===== config.mk =====
export PLATFORM = sky130hd
export DESIGN_NAME = uvrom_array
export DESIGN_NICKNAME = d
export VERILOG_FILES = /design/src/rtl/uvrom_pkg.sv /design/src/rtl/uvrom_mode_dec.sv /design/src/rtl/uvrom_pulse_trk.sv /design/src/rtl/uvrom_cells.sv /design/src/rtl/uvrom_array.sv
export SDC_FILE = /design/constraint.sdc
export NUM_CORES = 1
export LEC_CHECK = 0
export BUFFER_PORTS_ARGS = -buffer_cell sky130_fd_sc_hd__buf_2
export CAP_MARGIN = 40
export CORE_AREA = 2 2 218 263
export CTS_CLUSTER_DIAMETER = 60
export DETAILED_ROUTE_END_ITERATION = 8
export DIE_AREA = 0 0 220 265
export REMOVE_ABC_BUFFERS = 1
export SLEW_MARGIN = 20
export SYNTH_ARGS = -nofsm -noshare
export SYNTH_HDL_FRONTEND = slang
export SYNTH_SLANG_ARGS = --single-unit

===== constraint.sdc =====
create_clock -name clk -period 2.13 [get_ports clk]
set_input_delay 0.1065 -clock clk [delete_from_list [all_inputs] [get_ports clk]]
set_output_delay 0.1065 -clock clk [all_outputs]
set_load 0.01 [all_outputs]

===== src/rtl/uvrom_pkg.sv =====
package uvrom_pkg;

   typedef enum logic [2:0] {
      MD_STANDBY  = 3'd0,
      MD_OUTDIS   = 3'd1,
      MD_READ     = 3'd2,
      MD_SIGN     = 3'd3,
      MD_PROG     = 3'd4,
      MD_VERIFY   = 3'd5,
      MD_INHIBIT  = 3'd6,
      MD_CONFLICT = 3'd7
   } uvrom_mode_t;

   function automatic logic mode_drives(input uvrom_mode_t m);
      return (m == MD_READ) || (m == MD_SIGN) || (m == MD_VERIFY);
   endfunction

endpackage


===== src/rtl/uvrom_mode_dec.sv =====
module uvrom_mode_dec
   import uvrom_pkg::*;
#(
   parameter bit SIG_EN = 1'b1
) (
   input  logic        ce_n_i,
   input  logic        oe_n_i,
   input  logic        vpp_i,
   input  logic        id_i,
   output uvrom_mode_t md_o
);

   logic id_sel;

   generate
      if (SIG_EN) begin : g_sig
         assign id_sel = id_i;
      end else begin : g_nosig
         logic unused_id;
         assign unused_id = id_i;
         assign id_sel    = 1'b0;
      end
   endgenerate

   always_comb begin
      if (!vpp_i) begin
         if (ce_n_i)      md_o = MD_STANDBY;
         else if (oe_n_i) md_o = MD_OUTDIS;
         else if (id_sel) md_o = MD_SIGN;
         else             md_o = MD_READ;
      end else begin
         if (oe_n_i) md_o = ce_n_i ? MD_INHIBIT : MD_PROG;
         else        md_o = ce_n_i ? MD_VERIFY  : MD_CONFLICT;
      end
   end

endmodule


===== src/rtl/uvrom_pulse_trk.sv =====
module uvrom_pulse_trk
   import uvrom_pkg::*;
#(
   parameter int MAX_PULSE_CYC = 8
) (
   input  logic        clk,
   input  logic        rst_n,
   input  uvrom_mode_t md_i,
   output logic        commit_o,
   output logic        pulse_err_o
);

   localparam int CNT_W = $clog2(MAX_PULSE_CYC + 1);

   logic             in_pulse_q;
   logic             over_q;
   logic [CNT_W-1:0] cnt_q;

   assign commit_o    = in_pulse_q && !over_q && (md_i == MD_INHIBIT);
   assign pulse_err_o = over_q;

   always_ff @(posedge clk or negedge rst_n) begin
      if (!rst_n) begin
         in_pulse_q <= 1'b0;
         over_q     <= 1'b0;
         cnt_q      <= '0;
      end else if (md_i == MD_PROG) begin
         if (!in_pulse_q) begin
            in_pulse_q <= 1'b1;
            over_q     <= 1'b0;
            cnt_q      <= CNT_W'(1);
         end else if (cnt_q == CNT_W'(MAX_PULSE_CYC)) begin
            over_q <= 1'b1;
         end else begin
            cnt_q <= cnt_q + 1'b1;
         end
      end else begin
         in_pulse_q <= 1'b0;
         cnt_q      <= '0;
      end
   end

   AST_ERR_ONLY_IN_PULSE: assert property (@(posedge clk) disable iff (!rst_n)
      $rose(over_q) |-> $past(md_i == MD_PROG));
   AST_ERR_HOLDS: assert property (@(posedge clk) disable iff (!rst_n)
      (over_q && md_i != MD_PROG) |=> over_q);

endmodule


===== src/rtl/uvrom_cells.sv =====
module uvrom_cells #(
   parameter int ADDR_W = 6,
   parameter int DATA_W = 8
) (
   input  logic                       clk,
   input  logic                       rst_n,
   input  logic                       erase_i,
   input  logic                       wr_en_i,
   input  logic [ADDR_W-1:0]          addr_i,
   input  logic [DATA_W-1:0]          wr_data_i,
   output logic [DATA_W-1:0]          rd_data_o,
   output logic [DATA_W*(2**ADDR_W)-1:0] cells_o
);

   localparam int DEPTH = 2 ** ADDR_W;

   logic [DATA_W-1:0] rd_arr [DEPTH];

   generate
      for (genvar g = 0; g < DEPTH; g++) begin : g_word
         logic [DATA_W-1:0] cell_q;
         logic              hit;

         assign hit = wr_en_i && (addr_i == ADDR_W'(g));

         always_ff @(posedge clk or negedge rst_n) begin
            if (!rst_n)       cell_q <= '1;
            else if (erase_i) cell_q <= '1;
            else if (hit)     cell_q <= cell_q & wr_data_i;
         end

         assign rd_arr[g]                        = cell_q;
         assign cells_o[g*DATA_W +: DATA_W]      = cell_q;

         AST_ONLY_CLEARS: assert property (@(posedge clk) disable iff (!rst_n)
            !erase_i |=> ((cell_q & ~$past(cell_q)) == '0));
         AST_ERASE_ONES: assert property (@(posedge clk) disable iff (!rst_n)
            erase_i |=> (&cell_q));
      end
   endgenerate

   assign rd_data_o = rd_arr[addr_i];

endmodule


===== src/rtl/uvrom_array.sv =====
module uvrom_array
   import uvrom_pkg::*;
#(
   parameter int          ADDR_W        = 6,
   parameter int          DATA_W        = 8,
   parameter int          MAX_PULSE_CYC = 8,
   parameter bit          SIG_EN        = 1'b1,
   parameter logic [7:0]  MFR_CODE      = 8'h8F,
   parameter logic [7:0]  DEV_CODE      = 8'h08
) (
   input  logic              clk,
   input  logic              rst_n,
   input  logic [ADDR_W-1:0] addr,
   input  logic              ce_pgm_n,
   input  logic              oe_n,
   input  logic              vpp_hi,
   input  logic              id_hv,
   input  logic              erase,
   input  logic [DATA_W-1:0] din,
   output logic [DATA_W-1:0] dout,
   output logic              dout_en,
   output logic              pulse_err
);

   localparam int DEPTH  = 2 ** ADDR_W;
   localparam int FLAT_W = DATA_W * DEPTH;

   generate
      if (ADDR_W < 1 || ADDR_W > 10) begin : g_bad_addr
         $error("uvrom_array: ADDR_W must be 1..10");
      end
      if (DATA_W < 8) begin : g_bad_data
         $error("uvrom_array: DATA_W must be at least 8");
      end
      if (MAX_PULSE_CYC < 1) begin : g_bad_pulse
         $error("uvrom_array: MAX_PULSE_CYC must be at least 1");
      end
   endgenerate

   uvrom_mode_t       md;
   logic              commit;
   logic [DATA_W-1:0] rd_data;
   logic [FLAT_W-1:0] cells;
   logic [DATA_W-1:0] sig_byte;
   logic [DATA_W-1:0] dout_q;
   logic              dout_en_q;

   uvrom_mode_dec #(.SIG_EN(SIG_EN)) u_dec (
      .ce_n_i (ce_pgm_n),
      .oe_n_i (oe_n),
      .vpp_i  (vpp_hi),
      .id_i   (id_hv),
      .md_o   (md)
   );

   uvrom_pulse_trk #(.MAX_PULSE_CYC(MAX_PULSE_CYC)) u_trk (
      .clk         (clk),
      .rst_n       (rst_n),
      .md_i        (md),
      .commit_o    (commit),
      .pulse_err_o (pulse_err)
   );

   uvrom_cells #(.ADDR_W(ADDR_W), .DATA_W(DATA_W)) u_cells (
      .clk       (clk),
      .rst_n     (rst_n),
      .erase_i   (erase),
      .wr_en_i   (commit),
      .addr_i    (addr),
      .wr_data_i (din),
      .rd_data_o (rd_data),
      .cells_o   (cells)
   );

   assign sig_byte = addr[0] ? DATA_W'(DEV_CODE) : DATA_W'(MFR_CODE);

   always_ff @(posedge clk or negedge rst_n) begin
      if (!rst_n) begin
         dout_q    <= '0;
         dout_en_q <= 1'b0;
      end else begin
         dout_en_q <= mode_drives(md);
         if (md == MD_SIGN)        dout_q <= sig_byte;
         else if (mode_drives(md)) dout_q <= rd_data;
         else                      dout_q <= '0;
      end
   end

   assign dout    = dout_q;
   assign dout_en = dout_en_q;

   AST_READ_DRIVES: assert property (@(posedge clk) disable iff (!rst_n)
      (!vpp_hi && !ce_pgm_n && !oe_n) |=> dout_en);
   AST_STANDBY_HIZ: assert property (@(posedge clk) disable iff (!rst_n)
      (!vpp_hi && ce_pgm_n) |=> !dout_en);
   AST_OUTDIS_HIZ: assert property (@(posedge clk) disable iff (!rst_n)
      (!vpp_hi && !ce_pgm_n && oe_n) |=> !dout_en);
   AST_VERIFY_DRIVES: assert property (@(posedge clk) disable iff (!rst_n)
      (vpp_hi && ce_pgm_n && !oe_n) |=> dout_en);
   AST_CELLS_QUIET: assert property (@(posedge clk) disable iff (!rst_n)
      (!erase && !(vpp_hi && oe_n && ce_pgm_n)) |=> $stable(cells));
   AST_INHIBIT_HIZ: assert property (@(posedge clk) disable iff (!rst_n)
      (vpp_hi && oe_n && ce_pgm_n) |=> !dout_en);

endmodule


Word-level counts from Yosys, hierarchy flattened
Cells that the tools add are included.
- bits in registers: 527
- bits of input ports: 21
- output and inout port bits: 10
- logic and storage cells: 489
- add/subtract/negate cells: 1
- magnitude comparators: 1
- equality and inequality tests: 71
- multiplexer cells: 147
- bitwise operators: 65
- reduce and logical (&&, ||, !) cells: 135
- operator list (cell ; count):
    $mux 8 ; 133
    $and 8x8->8 ; 64
    $eq 6x6->1 const B ; 32
    $reduce_bool 2->1 ; 64
    $eq 6x5->1 const B ; 16
    $logic_and 1x1->1 ; 66
    $bmux 8 s6 ; 1
    $eq 6x4->1 const B ; 8
    $eq 6x3->1 const B ; 4
    $eq 6x2->1 const B ; 2
    $mux 3 ; 4
    $mux 4 ; 3
    $eq 3x3->1 const B ; 3
    $ge 7x7->1 const B ; 1
    $not 6->7 ; 1
    $eq 3x2->1 const B ; 2
    $eq 6x1->1 const B ; 1
    $logic_not 6->1 ; 1
    $add 4x1->4 const B ; 1
    $eq 4x4->1 const B ; 1
    $mux 1 ; 4
    $mux 2 ; 2
    $ne 3x3->1 const B ; 1
    $logic_or 1x1->1 ; 2
    3 further kinds ; 3

Longest topological paths before layout
Gate-level depths: netlist of run 1.
- depth after elaboration: 9
- gate-level depth with buffers: 10
- mapped depth without buffers: 8

Modules after synthesis
A second synthesis of run 1 with hierarchy kept.
- cell total of the unflattened synthesis: 2103
- area total of the unflattened synthesis: 24858.8 µm²
- modules (own cells, without submodules) (module ; instances ; cells an instance ; area an instance (µm²) ; seq. area each (µm²)):
    uvrom_cells ; 1 ; 2033 ; 24078.1 ; 13452.9
    uvrom_array ; 1 ; 33 ; 419.2 ; 225.2
    uvrom_pulse_trk ; 1 ; 29 ; 307.8 ; 150.1
    uvrom_mode_dec ; 1 ; 8 ; 53.8 ; 0.0

Worst setup path before layout of run 1
No wires, ideal clock.
- path kind: input -> register
- from: input port addr[0]
- to: register dout_q[5] (netlist: dout[5])
- setup time: 0.125 ns
- arrival time: 1.611 ns
- data required time: 2.005 ns
- setup slack: 0.394 ns
- stages: 7
- buffers on the path: 3
- cell sequence: buf_6 > buf_6 > buf_2 > mux4_2 > mux4_2 > mux2i_1 > o22ai_1
- word-level cells in the longest chain between the ends: 6
- RTL lines (what ; RTL line ; RTL):
    start, declared ; uvrom_array.sv:13 ; input logic [ADDR_W-1:0] addr,
    $not 6->7 (not written as such) ; uvrom_cells.sv:42 ; assign rd_data_o = rd_arr[addr_i];
    $bmux 8 s6 ; uvrom_cells.sv:42 ;
    $mux 8 (not written as such) (2 in series) ; uvrom_cells.sv:42 ;
    $mux 8 ; uvrom_array.sv:84 ; else if (mode_drives(md)) dout_q <= rd_data;
    $mux 8 ; uvrom_array.sv:83 ; if (md == MD_SIGN) dout_q <= sig_byte;
    end signal, assigned ; uvrom_array.sv:83 ;
    end signal, assigned ; uvrom_array.sv:84 ;
    end, declared ; uvrom_array.sv:45 ; logic [DATA_W-1:0] dout_q;
No other way between the ends. The select of a mux whose other input is x is not followed.
A chain may end at the register's enable or synchronous reset.

Worst setup path in the final report of run 1
- from: register u_cells.g_word[46].cell_q[3]
- to: register dout_q[3] (netlist: dout[3])
- word-level cells in the longest chain between the ends: 5
- RTL lines (what ; RTL line ; RTL):
    start, declared ; uvrom_cells.sv:21 ; logic [DATA_W-1:0] cell_q;
    start signal, assigned ; uvrom_cells.sv:29 ; else if (hit) cell_q <= cell_q & wr_data_i;
    $bmux 8 s6 ; uvrom_cells.sv:42 ;
    $mux 8 (not written as such) (2 in series) ; uvrom_cells.sv:42 ;
    $mux 8 ; uvrom_array.sv:84 ;
    $mux 8 ; uvrom_array.sv:83 ;
No other way between the ends. The select of a mux whose other input is x is not followed.

==> results.md, run 1 <==
* Crit path kind: flop to flop
* Hold path depth at 3
* Row count at 95
* Achievable Freq at about 480 MHz
* CTS buffer count at 54
* Die X at ~220 microns
* Layout overhead on the synthesized area at 13.95%
* Area of the multi-input gates at around 10,000 sq um
* Headroom to the max-slew limit at between 40 and 50%
* Nets at about 2,200
* WL final at 68.93 mm
* Mapped Area at 24,940 sq um
* Synth unique cells at 47
* Tmin final at 2069 ps
* Sequential fraction of the synthesis area at a little under three fifths
* Gr ovfl total at 0
* Boundary pin count at 31
* CTS H-tree depth at 2
* Number of synthesized register bits at 527
* Global-route wire length before repair at about 110 mm
* Status: complete, no violations
* Worst-Margin Slew at 765.1 ps
* DR pass1 iterations at 5
* DP HPWL at roughly 45 mm
* RSZ-0062 raised after global routing: yes
* Mapped Cells at 2,125
* TNS Setup at 0 ps
* Core area at around 56,000 sq um
* Final GP Congestion at about 0.83
* Cell Pwr Density at roughly 740 nW/um^2
* Layout cells sized above 1 at between 40% and 50%
* Via/cell ratio at 5.724
* Area leader, netlist: dfstp_2
* Register area at ~14,000 sq um
* Max-slew violation count at 0
* Total Routing Usage GR at 24.46%
* # DRC at 0
* CP arrival at ~2500 ps
* Clock Tree Root: clkbuf_16
* Fillers at approximately 4,800
* Design Power at between 0.02 and 0.025 W
* CTS Buffer Depth at 3
* Critical Path RT at roughly 2600 ps
* CP Launch Type: flop
* Hold Path Class: input pin to flop
* Initial antenna violation count at 3
* Commonest cells post-synth: nand2b_1, dfstp_2, o21ai_0, mux4_2, clkbuf_1
* Port bufs at 30
* DR WL/cell at 23.32 microns
* # diodes at 0
* Reg clk slew, reported paths at around 60 ps
* Final setup margin at slightly above 60 ps
* Dpl ws at -258.4 ps
* Share of the synthesized area in the top cell type at around 54%
* Leakage at roughly 10 nW
* Tcrit/Tclk final at 97.11%
* Vias in the first global route at between 15,000 and 20,000
* Die height at around 270 microns
* VDD IR-drop max at 0.0006105 V
* Post-synth EDFFs at 0
* Reg2Reg Depth at 7
* Crit path max fanout at 2
* Vias at between 15,000 and 20,000
* Synth top area cells: dfstp_2, nand2b_1, mux4_2
* CTS tree: yes
* Starting Density at 44.82%
* Crit end category: flop
* FFs w/ async S/R, synth at 100.0%
* Syn_area_per_cell at approximately 12 sq um
* Synth Flop Type: dfstp_2
* Worst skew pair latency at 620 ps
* Largest net degree at the start of global routing at between 150 and 200
* Setup violators final at 0
* Max-Cap Viols at 0
* Count leader, synth: nand2b_1
* Clk sinks at 527
* Initial DRC Count at approximately 1,500
* Final Hold Fails at 0
* Die ar. at between 50,000 and 60,000 sq um
* Setup Skew at just under 40 ps
* Synth Warn # at 0
* Routed Antenna Nets at 0
==> critical path: stages (launching register included) <==
cell	delay, ps
dfstp_2	360
mux4_2	450
nor2b_1	150
a211oi_1	340
buf_4	190
a21oi_1	80
o311ai_1	160
o21ai_1	170
==> flip-flops by register name (all words and copies together) (netlist names) <==
name,count
dout_en,1
dout,8
u_trk.in_pulse_q,1
u_trk.pulse_err_o,1
u_cells.g_word.cell_q,512
u_trk.cnt_q,4
==> final timing paths <==
kind	startpoint	endpoint	slack, ps
max reg2reg	u_cells.g_word[46].cell_q[3]	dout[3]	60
max in group asynchronous	rst_n	u_trk.cnt_q[3]	1250
min in group asynchronous	rst_n	u_cells.g_word[33].cell_q[3]	180
min reg2reg	u_cells.g_word[7].cell_q[5]	u_cells.g_word[7].cell_q[5]	480
max	u_cells.g_word[46].cell_q[3]	dout[3]	60
min	din[4]	u_cells.g_word[19].cell_q[4]	30
==> report_power, final <==
part,switching [W],leakage (nW),internal (W)
registers,0.00000981,5.59,0.0101
clock network,0.00401,0.861,0.00544
logic,0.000854,3.55,0.000502
total,0.00487,10.0,0.0160
==> area by class of cell <==
class | count | share of cell area [%]
inverter | 6 | 0.07926
tap | 727 | 3.201
multi-input combinational | 1429 | 36.40
clock buffer | 80 | 5.526
clock inverter | 17 | 0.5857
sequential | 527 | 48.67
timing repair buffer | 170 | 5.540
==> what timing repair did <==
| action | in CTS | in global routing |
|---|---|---|
| hold buffers | 9 | 0 |
| endpoints found under the hold margin | 133 | 0 |
| setup buffers | 0 | 0 |
| setup endpoints to repair | 0 | 68 |
| resized for setup | 0 | 16 |
==> routing by layer <==
| layer | GRT usage (%) | wire (microns) | vias to the layer above |
|---|---|---|---|
| li1 | - | - | 7511 |
| met1 | 33.15 | 29600 | 8864 |
| met2 | 40.06 | 33640 | 425 |
| met3 | 4.303 | 3549 | 114 |
| met4 | 7.600 | 2090 | 6 |
| met5 | 0 | 50 | - |
==> kinds of logic (layout without fill, tap and decap cells) <==
logic type | count (synthesis) | after routing | share of synthesized area (%)
compound gates | 581 | 581 | 12.12
xor+xnor | 3 | 3 | 0.1054
buf+inv | 169 | 273 | 3.226
simple gates | 670 | 670 | 15.68
mux | 172 | 172 | 13.26
fa+ha+maj | 3 | 3 | 0.1506
flops | 527 | 527 | 55.46
==> metrics by stage <==
step	cell area (sq um)	utilization (%)	hold WS [ps]	instances
after global routing	28410	51.08	63.83	2956
after CTS	28370	51.01	13.91	2956
after global placement	26550	47.72	215.1	2850
after floorplan	24150	-	-189.1	1962
final	28410	51.08	33.41	2956
after detailed placement	26550	47.72	210.1	2850
==> layout by cell type, fill, tap and decap left out, drive strengths merged, types with 2 or more instances in the layout <==
cell type / netlist / final
and2: 2 / 2
clkbuf: 113 / 81
nor2: 27 / 27
a211oi: 9 / 9
dfrtp: 15 / 15
nor3: 7 / 7
mux2i: 45 / 45
nor2b: 7 / 7
dlygate4sd3: 0 / 9
nand3b: 2 / 2
nand2b: 521 / 521
nand3: 11 / 11
ha: 3 / 3
or2: 2 / 2
inv: 6 / 7
buf: 50 / 160
a21oi: 8 / 8
clkinv: 0 / 12
o21ai: 524 / 524
o22ai: 9 / 9
mux4: 125 / 125
o211ai: 3 / 3
bufinv: 0 / 3
mux2: 2 / 2
a22oi: 15 / 15
dfstp: 512 / 512
a31oi: 4 / 4
nand2: 87 / 87
xor2: 2 / 2
(Power assumes the default switching activity.)
==> run 2: changes to the inputs <==
GPL_TIMING_DRIVEN = 0   (was default)
REMOVE_ABC_BUFFERS = default   (was 1)
==> run 2 against run 1 <==
  * The flow now finishes with violations (negative setup slack)
  * Routed wire length increased by 36%
  * Via count is 10% higher
  * Sequential power hardly changed
  * Final cell count grew 1.2%
  * Sequential share of layout area rose by 0.30 points
  * Global-route usage rose by 8.4 points
  * Critical path depth grew 1
  * Die area is the same
  * Clock skew fell by 20 ps
  * Fmax is 4.2% lower
  * Power up 4.8%
  * First-iteration DRC count up 22%
  * Critical endpoint is now u_cells.g_word[13].cell_q[7]
==> results.md, run 2 (synthesis gave the netlist of run 1 again) <==
* Final Hold Fails at 0 (unchanged)
* Sw power at 0.005356 W (+10%)
* Largest net degree at the start of global routing at 103 (-33%)
* Register area at 13,830 sq um (unchanged)
* Worst skew pair latency at 620 ps (about the same)
* Worst hold path startpoint: din[4]
* Die X at 220 microns (unchanged)
* DR WL/cell at 31.34 microns (+34%)
* CTS H-tree depth at 2 (unchanged)
* Cell Pwr Density at 774.9 nW/um^2 (+5.4%)
* Final setup margin at -28.89 ps (-90.38 ps)
* Die height at 265 microns (unchanged)
* Area of the multi-input gates at 10,380 sq um (+0.35%)
* Setup Skew at 19.82 ps (-19.75 ps)
* Clock Tree Root: clkbuf_16
* Fillers at 4,908 (+2.5%)
* VDD IR-drop max at 0.0007011 V (+15%)
* Final GP Congestion at 1.026 (+24%)
* Via/cell ratio at 6.247 (+9.1%)
* Global-route wire length before repair at 135.7 mm (+25%)
* Worst hold slack at 32.28 ps (-1.129 ps)
* # DRC at 0 (unchanged)
* Achievable Freq at 463.2 MHz (-4.2%)
* Initial DRC Count at 1,879 (+22%)
* Worst-Margin Slew at 992.9 ps (+227.8 ps)
* Port bufs at 18 (-40%)
* CTS tree: yes
* Status: finished with violations
* Routed Antenna Nets at 0 (unchanged)
* DP HPWL at 65.82 mm (+48%)
* Crit path max fanout at 10 (+8)
* Failing checks: negative setup slack
* Headroom to the max-slew limit at 33.56% (-15 points)
* Most frequent cells in the layout: nand2b_1, dfstp_2, o21ai_0, clkbuf_1, mux4_2
* Hold Path Class: input pin to flop
* Pint at 0.01653 W (+3.2%)
* Total Routing Usage GR at 32.81% (+8.4 points)
* Core area at 55,630 sq um (unchanged)
* CTS Buffer Depth at 3 (unchanged)
* Vias in the first global route at 19,006 (+7.5%)
* Layout cells sized above 1 at 36.90% (-3.4 points)
* Gr ovfl total at 0 (unchanged)
* CTS buffer count at 54 (unchanged)
* Setup violators final at 5 (+5)
* Critical R2R Launch: u_trk.pulse_err_o
* Max reg flops at 512 (unchanged)
* Starting Density at 44.82% (unchanged)
* Clk sinks at 527 (unchanged)
* RSZ-0062 raised after global routing: yes
* Crit path kind: flop to flop
* TNS Setup at -91.26 ps (-91.26 ps)
* Max-Cap Viols at 0 (unchanged)
* Layout overhead on the synthesized area at 13.25%
* # diodes at 0 (unchanged)
* Syn nets at approximately 2,100
* Reg clk slew, reported paths at 60 ps (about the same)
* CP Launch Type: flop
* Largest Register: u_cells.g_word.cell_q
* DR pass1 iterations at 7 (+2)
* Nets at 2,245 (+1.5%)
* Seq pwr share at 46.1% (-2.2 points)
* Crit end category: flop
* Tcrit/Tclk final at 101.4% (+4.2 points)
* CP arrival at 2690 ps (+160 ps)
* Sw Share at 24.47% (+1.2 points)
* Part of the power in the clock network at 46.4% (+1.2 points)
* CP startpoint: u_trk.pulse_err_o
* Boundary pin count at 31 (unchanged)
* Initial antenna violation count at 5 (+2)
* Most common cell after layout, fill and taps aside: nand2b_1
* Combinational Power Share at 7.5% (+1.0 points)
* Die ar. at 58,300 sq um (unchanged)
* Max-slew violation count at 0 (unchanged)
* Vias at 18,679 (+10%)
* WL final at 93.70 mm (+36%)
* Row count at 95 (unchanged)
* Leakage at 9.732 nW (-2.7%)
* Critical Path RT at 2660 ps (+70 ps)
* Tmin final at 2159 ps (+90.38 ps)
[run 2: cell types whose count changed in the layout (fill, tap and decap cells not counted), moves of 14 or more]
| cell | change |
|---|---|
| clkbuf_1 | +105 |
| o21ai_1 | +16 |
| buf_6 | +14 |
| buf_12 | -24 |
| o21ai_0 | -16 |
| buf_4 | -93 |
[run 2: worst paths after layout]
path,end,slack (ps),cells after the start
max,u_cells.g_word[13].cell_q[7],-30,8
max in group asynchronous,u_cells.g_word[12].cell_q[5],340,5
max reg2reg,u_cells.g_word[13].cell_q[7],-30,8
min in group asynchronous,u_cells.g_word[53].cell_q[4],400,2
min reg2reg,u_cells.g_word[1].cell_q[3],480,2
min,u_cells.g_word[3].cell_q[4],30,3
[run 2: worst max-delay path, stage by stage (launching register included)]
cell      delay (ps)
dfrtp_1          400
nor2_1           120
nand4_1           90
buf_4            200
nor2_2           280
buf_2            280
nand2_1          300
o21ai_0          320
nand2b_1          80
[run 2: cell type report]
class                      count  share of cell area, %
buffer                       163                  2.858
clock inverter                14                 0.7355
clock buffer                  84                  5.933
tap                          727                  3.221
sequential                   527                  48.97
multi-input combinational   1429                  36.75
timing repair buffer          40                  1.453
inverter                       6                0.07975
[run 2: what timing repair did]
| action | CTS | global route |
|---|---|---|
| gates cloned | 0 | 0 |
| setup buffers | 1 | 0 |
| pin swaps | 1 | 0 |
| endpoints found under the hold margin | 77 | 0 |
| setup endpoints to repair | 517 | 258 |
| hold buffers | 6 | 0 |
| resized for setup | 21 | 36 |
[run 2: power groups by stage]
stage / registers, W / logic, W / clock network, W
after global placement: 0.0102 / 0.00153 / 0
after floorplan: 0.0102 / 0.000705 / 0
after CTS: 0.0101 / 0.00161 / 0.0102
after global routing: 0.0101 / 0.00169 / 0.0106
after detailed placement: 0.0102 / 0.00159 / 0
final: 0.0101 / 0.00164 / 0.0102
[run 2: per-stage QoR]
stage,util (%),setup slack [ps],power (W),instances,cell area [sq um]
after floorplan,-,393.9,0.01095,2125,24940
after CTS,50.65,16.70,0.02191,2988,28180
after detailed placement,47.05,-796.7,0.01182,2883,26180
final,50.76,-28.89,0.02188,2990,28240
after global placement,46.62,-9361,0.01175,2870,25930
after global routing,50.76,-139.9,0.02240,2990,28240
[run 2: layer usage]
metal	part of all wire (%)	vias to the layer above	global-route usage, %	wire (microns)
li1	-	7598	-	-
met1	38	9864	41.85	36000
met2	47	895	51.11	43650
met3	7.4	318	6.162	6910
met4	7.6	4	21.33	7106
met5	0.033	-	0	31
==> run 3: changes to the inputs <==
REMOVE_ABC_BUFFERS = 1   (was default)
==> run 3 against run 2 <==
  * The run now ends clean
  * Clock-buffer cell count fell by 5
  * Non-clock buffer count is 139 lower
  * Critical path depth rose by 4
  * Sequential power hardly changed
  * Worst hold slack improved by 9.2 ps
==> results.md, run 3 (synthesis gave the netlist of run 1 again) <==
* Cell Pwr Density at 758.4 nW/um^2 (-2.1%)
* Die ar. at 58,300 sq um (unchanged)
* Delay-heaviest family, CP: buffers and inverters
* Max-Cap Viols at 0 (unchanged)
* Core area at 55,630 sq um (unchanged)
* Final Hold Fails at 0 (unchanged)
* Boundary pin count at 31 (unchanged)
* Most used cell, CP: buf_4
* Worst hold slack at 41.49 ps (+9.215 ps)
* Crit path kind: input pin to flop
* Leakage at 9.579 nW (-1.6%)
* Port bufs at 30 (+12)
* Crit-path cells: dlygate4sd3_1 -> buf_2 -> inv_1 -> ha_1 -> nor2_1 -> nand4_1 -> buf_4 -> nor2_4 -> buf_4 -> nand2_1 -> o21ai_0 -> nand2b_1
* Routed Antenna Nets at 0 (unchanged)
* DP HPWL at 40.03 mm (-39%)
* CP Launch Type: input pin
* Tmin final at 2075 ps (-83.97 ps)
* Clock Tree Root: clkbuf_16
* CTS buffer count at 53 (-1.9%)
* Crit end category: flop
* Row count at 95 (unchanged)
* Via/cell ratio at 5.835 (-6.6%)
* Worst skew pair latency at 600 ps (-20 ps)
* Most common cell after layout, fill and taps aside: nand2b_1
* CTS Buffer Depth at 3 (unchanged)
* CP max-delay cell: dlygate4sd3_1
* Setup Skew at 17.08 ps (-2.740 ps)
* Global-route wire length before repair at 104.4 mm (-23%)
* Most frequent cells in the layout: nand2b_1, dfstp_2, o21ai_0, mux4_2, nand2_1
* RSZ-0062 raised after global routing: yes
* Achievable Freq at 481.9 MHz (+4.0%)
* VDD IR-drop max at 0.0006187 V (-12%)
* Vias at 16,619 (-11%)
* Buffers and inverters on the worst path at 5 (+3)
* Layout overhead on the synthesized area at 11.76%
* Starting Density at 44.82% (unchanged)
* Largest Register: u_cells.g_word.cell_q
* # diodes at 0 (unchanged)
* Largest net degree at the start of global routing at 164 (+59%)
* CTS H-tree depth at 2 (unchanged)
* Vias in the first global route at 17,327 (-8.8%)
* Gr ovfl total at 0 (unchanged)
* Max-slew violation count at 0 (unchanged)
* Nets at 2,105 (-6.2%)
* Die height at 265 microns (unchanged)
* Layout cells sized above 1 at 37.95% (+1.1 points)
* Clk sinks at 527 (unchanged)
* Status: complete, no violations
* WL final at 67.29 mm (-28%)
* Initial DRC Count at 1,427 (-24%)
* Tcrit/Tclk final at 97.41% (-3.9 points)
* DR pass1 iterations at 6 (-1)
* Headroom to the max-slew limit at 45.52% (+12 points)
* Max reg flops at 512 (unchanged)
* Setup violators final at 0 (-5)
* CTS tree: yes
* Initial antenna violation count at 3 (-2)
* # DRC at 0 (unchanged)
* Final GP Congestion at 0.8501 (-17%)
* Final setup margin at 55.08 ps (+83.97 ps)
* Crit path max fanout at 9 (-1)
* Dpl ws at -1016 ps (-218.9 ps)
* CP arrival at 2600 ps (-90 ps)
* DR WL/cell at 23.63 microns (-25%)
* Critical Path RT at 2650 ps (about the same)
* Layout Cells excl Fill at 2,848 (-4.7%)
* Design Power at 0.02114 W (-3.4%)
* Die X at 220 microns (unchanged)
* Worst-Margin Slew at 811.0 ps (-181.9 ps)
* DP Cell Count at 2,741 (-4.9%)
* CP peak stage delay at 520 ps (+120 ps)
* Reg clk slew, reported paths at 70 ps (about the same)
* Total Routing Usage GR at 23.47% (-9.3 points)
* Hold Path Class: input pin to flop
-- run 3: cell types whose count changed in the layout (fill, tap and decap cells not counted), moves of 8 or more --
cell	delta
buf_2	-12
buf_6	-12
o21ai_0	-39
o21ai_1	+38
buf_1	-8
clkbuf_1	-108
buf_16	+8
-- run 3: stage by stage --
stage / instance area [sq um] / setup TNS, ps / utilization, %
after floorplan: 24150 / 0 / -
after CTS: 27750 / 0 / 49.89
after detailed placement: 25750 / -163060 / 46.30
after global routing: 27870 / -6449 / 50.10
after global placement: 25210 / -4857910 / 45.32
final: 27870 / 0 / 50.10
-- run 3: routing by layer --
metal  share of wire [%]  vias up  GRT usage, %  wire (microns)
met1                  42     8700         32.32           28560
met4                 3.5        4         7.800            2337
met2                  48      451         37.83           32410
met3                 5.9      136         3.867            3959
li1                    -     7328             -               -
met5               0.034        -             0              23
-- run 3: repair_timing --
item,CTS,global route
gates resized for setup,15,71
setup buffers,1,0
gates cloned,2,3
pin swaps,1,0
setup endpoints to repair,445,259
hold endpoints to repair,172,0
hold buffers,6,0
-- run 3: worst register-to-register path, cell delays in order, from the launching register on --
cell and delay (ps):
dfstp_2 370, mux4_2 460, nor2b_1 170, a211oi_2 410
a21oi_1 130, o311ai_1 140, o21ai_1 190
-- run 3: final timing paths --
check	from	to	slack, ps	depth (start not counted)
worst max-delay path	oe_n	u_cells.g_word[18].cell_q[5]	60	12
min in group asynchronous	rst_n	u_cells.g_word[10].cell_q[2]	350	2
max in group asynchronous	rst_n	u_cells.g_word[17].cell_q[7]	330	5
worst max register to register	u_cells.g_word[46].cell_q[3]	dout[3]	110	6
worst min-delay path	din[3]	u_cells.g_word[38].cell_q[3]	40	3
worst min register to register	u_cells.g_word[51].cell_q[7]	u_cells.g_word[51].cell_q[7]	470	2
-- run 3: area by class of cell --
type / count / area [sq um]
inverter: 6 / 22.52
clock buffer: 79 / 1564
sequential: 527 / 13830
fill: 4802 / 27760
timing repair buffer: 64 / 909.6
multi-input combinational: 1429 / 10400
tap: 727 / 909.6
clock inverter: 16 / 234.0
-- run 3: where the power goes --
group          total, W  switching, W  internal, W
clock           0.00975       0.00398      0.00577
sequential       0.0101    0.00000724       0.0101
combinational   0.00129      0.000849     0.000444
total            0.0211       0.00484       0.0163
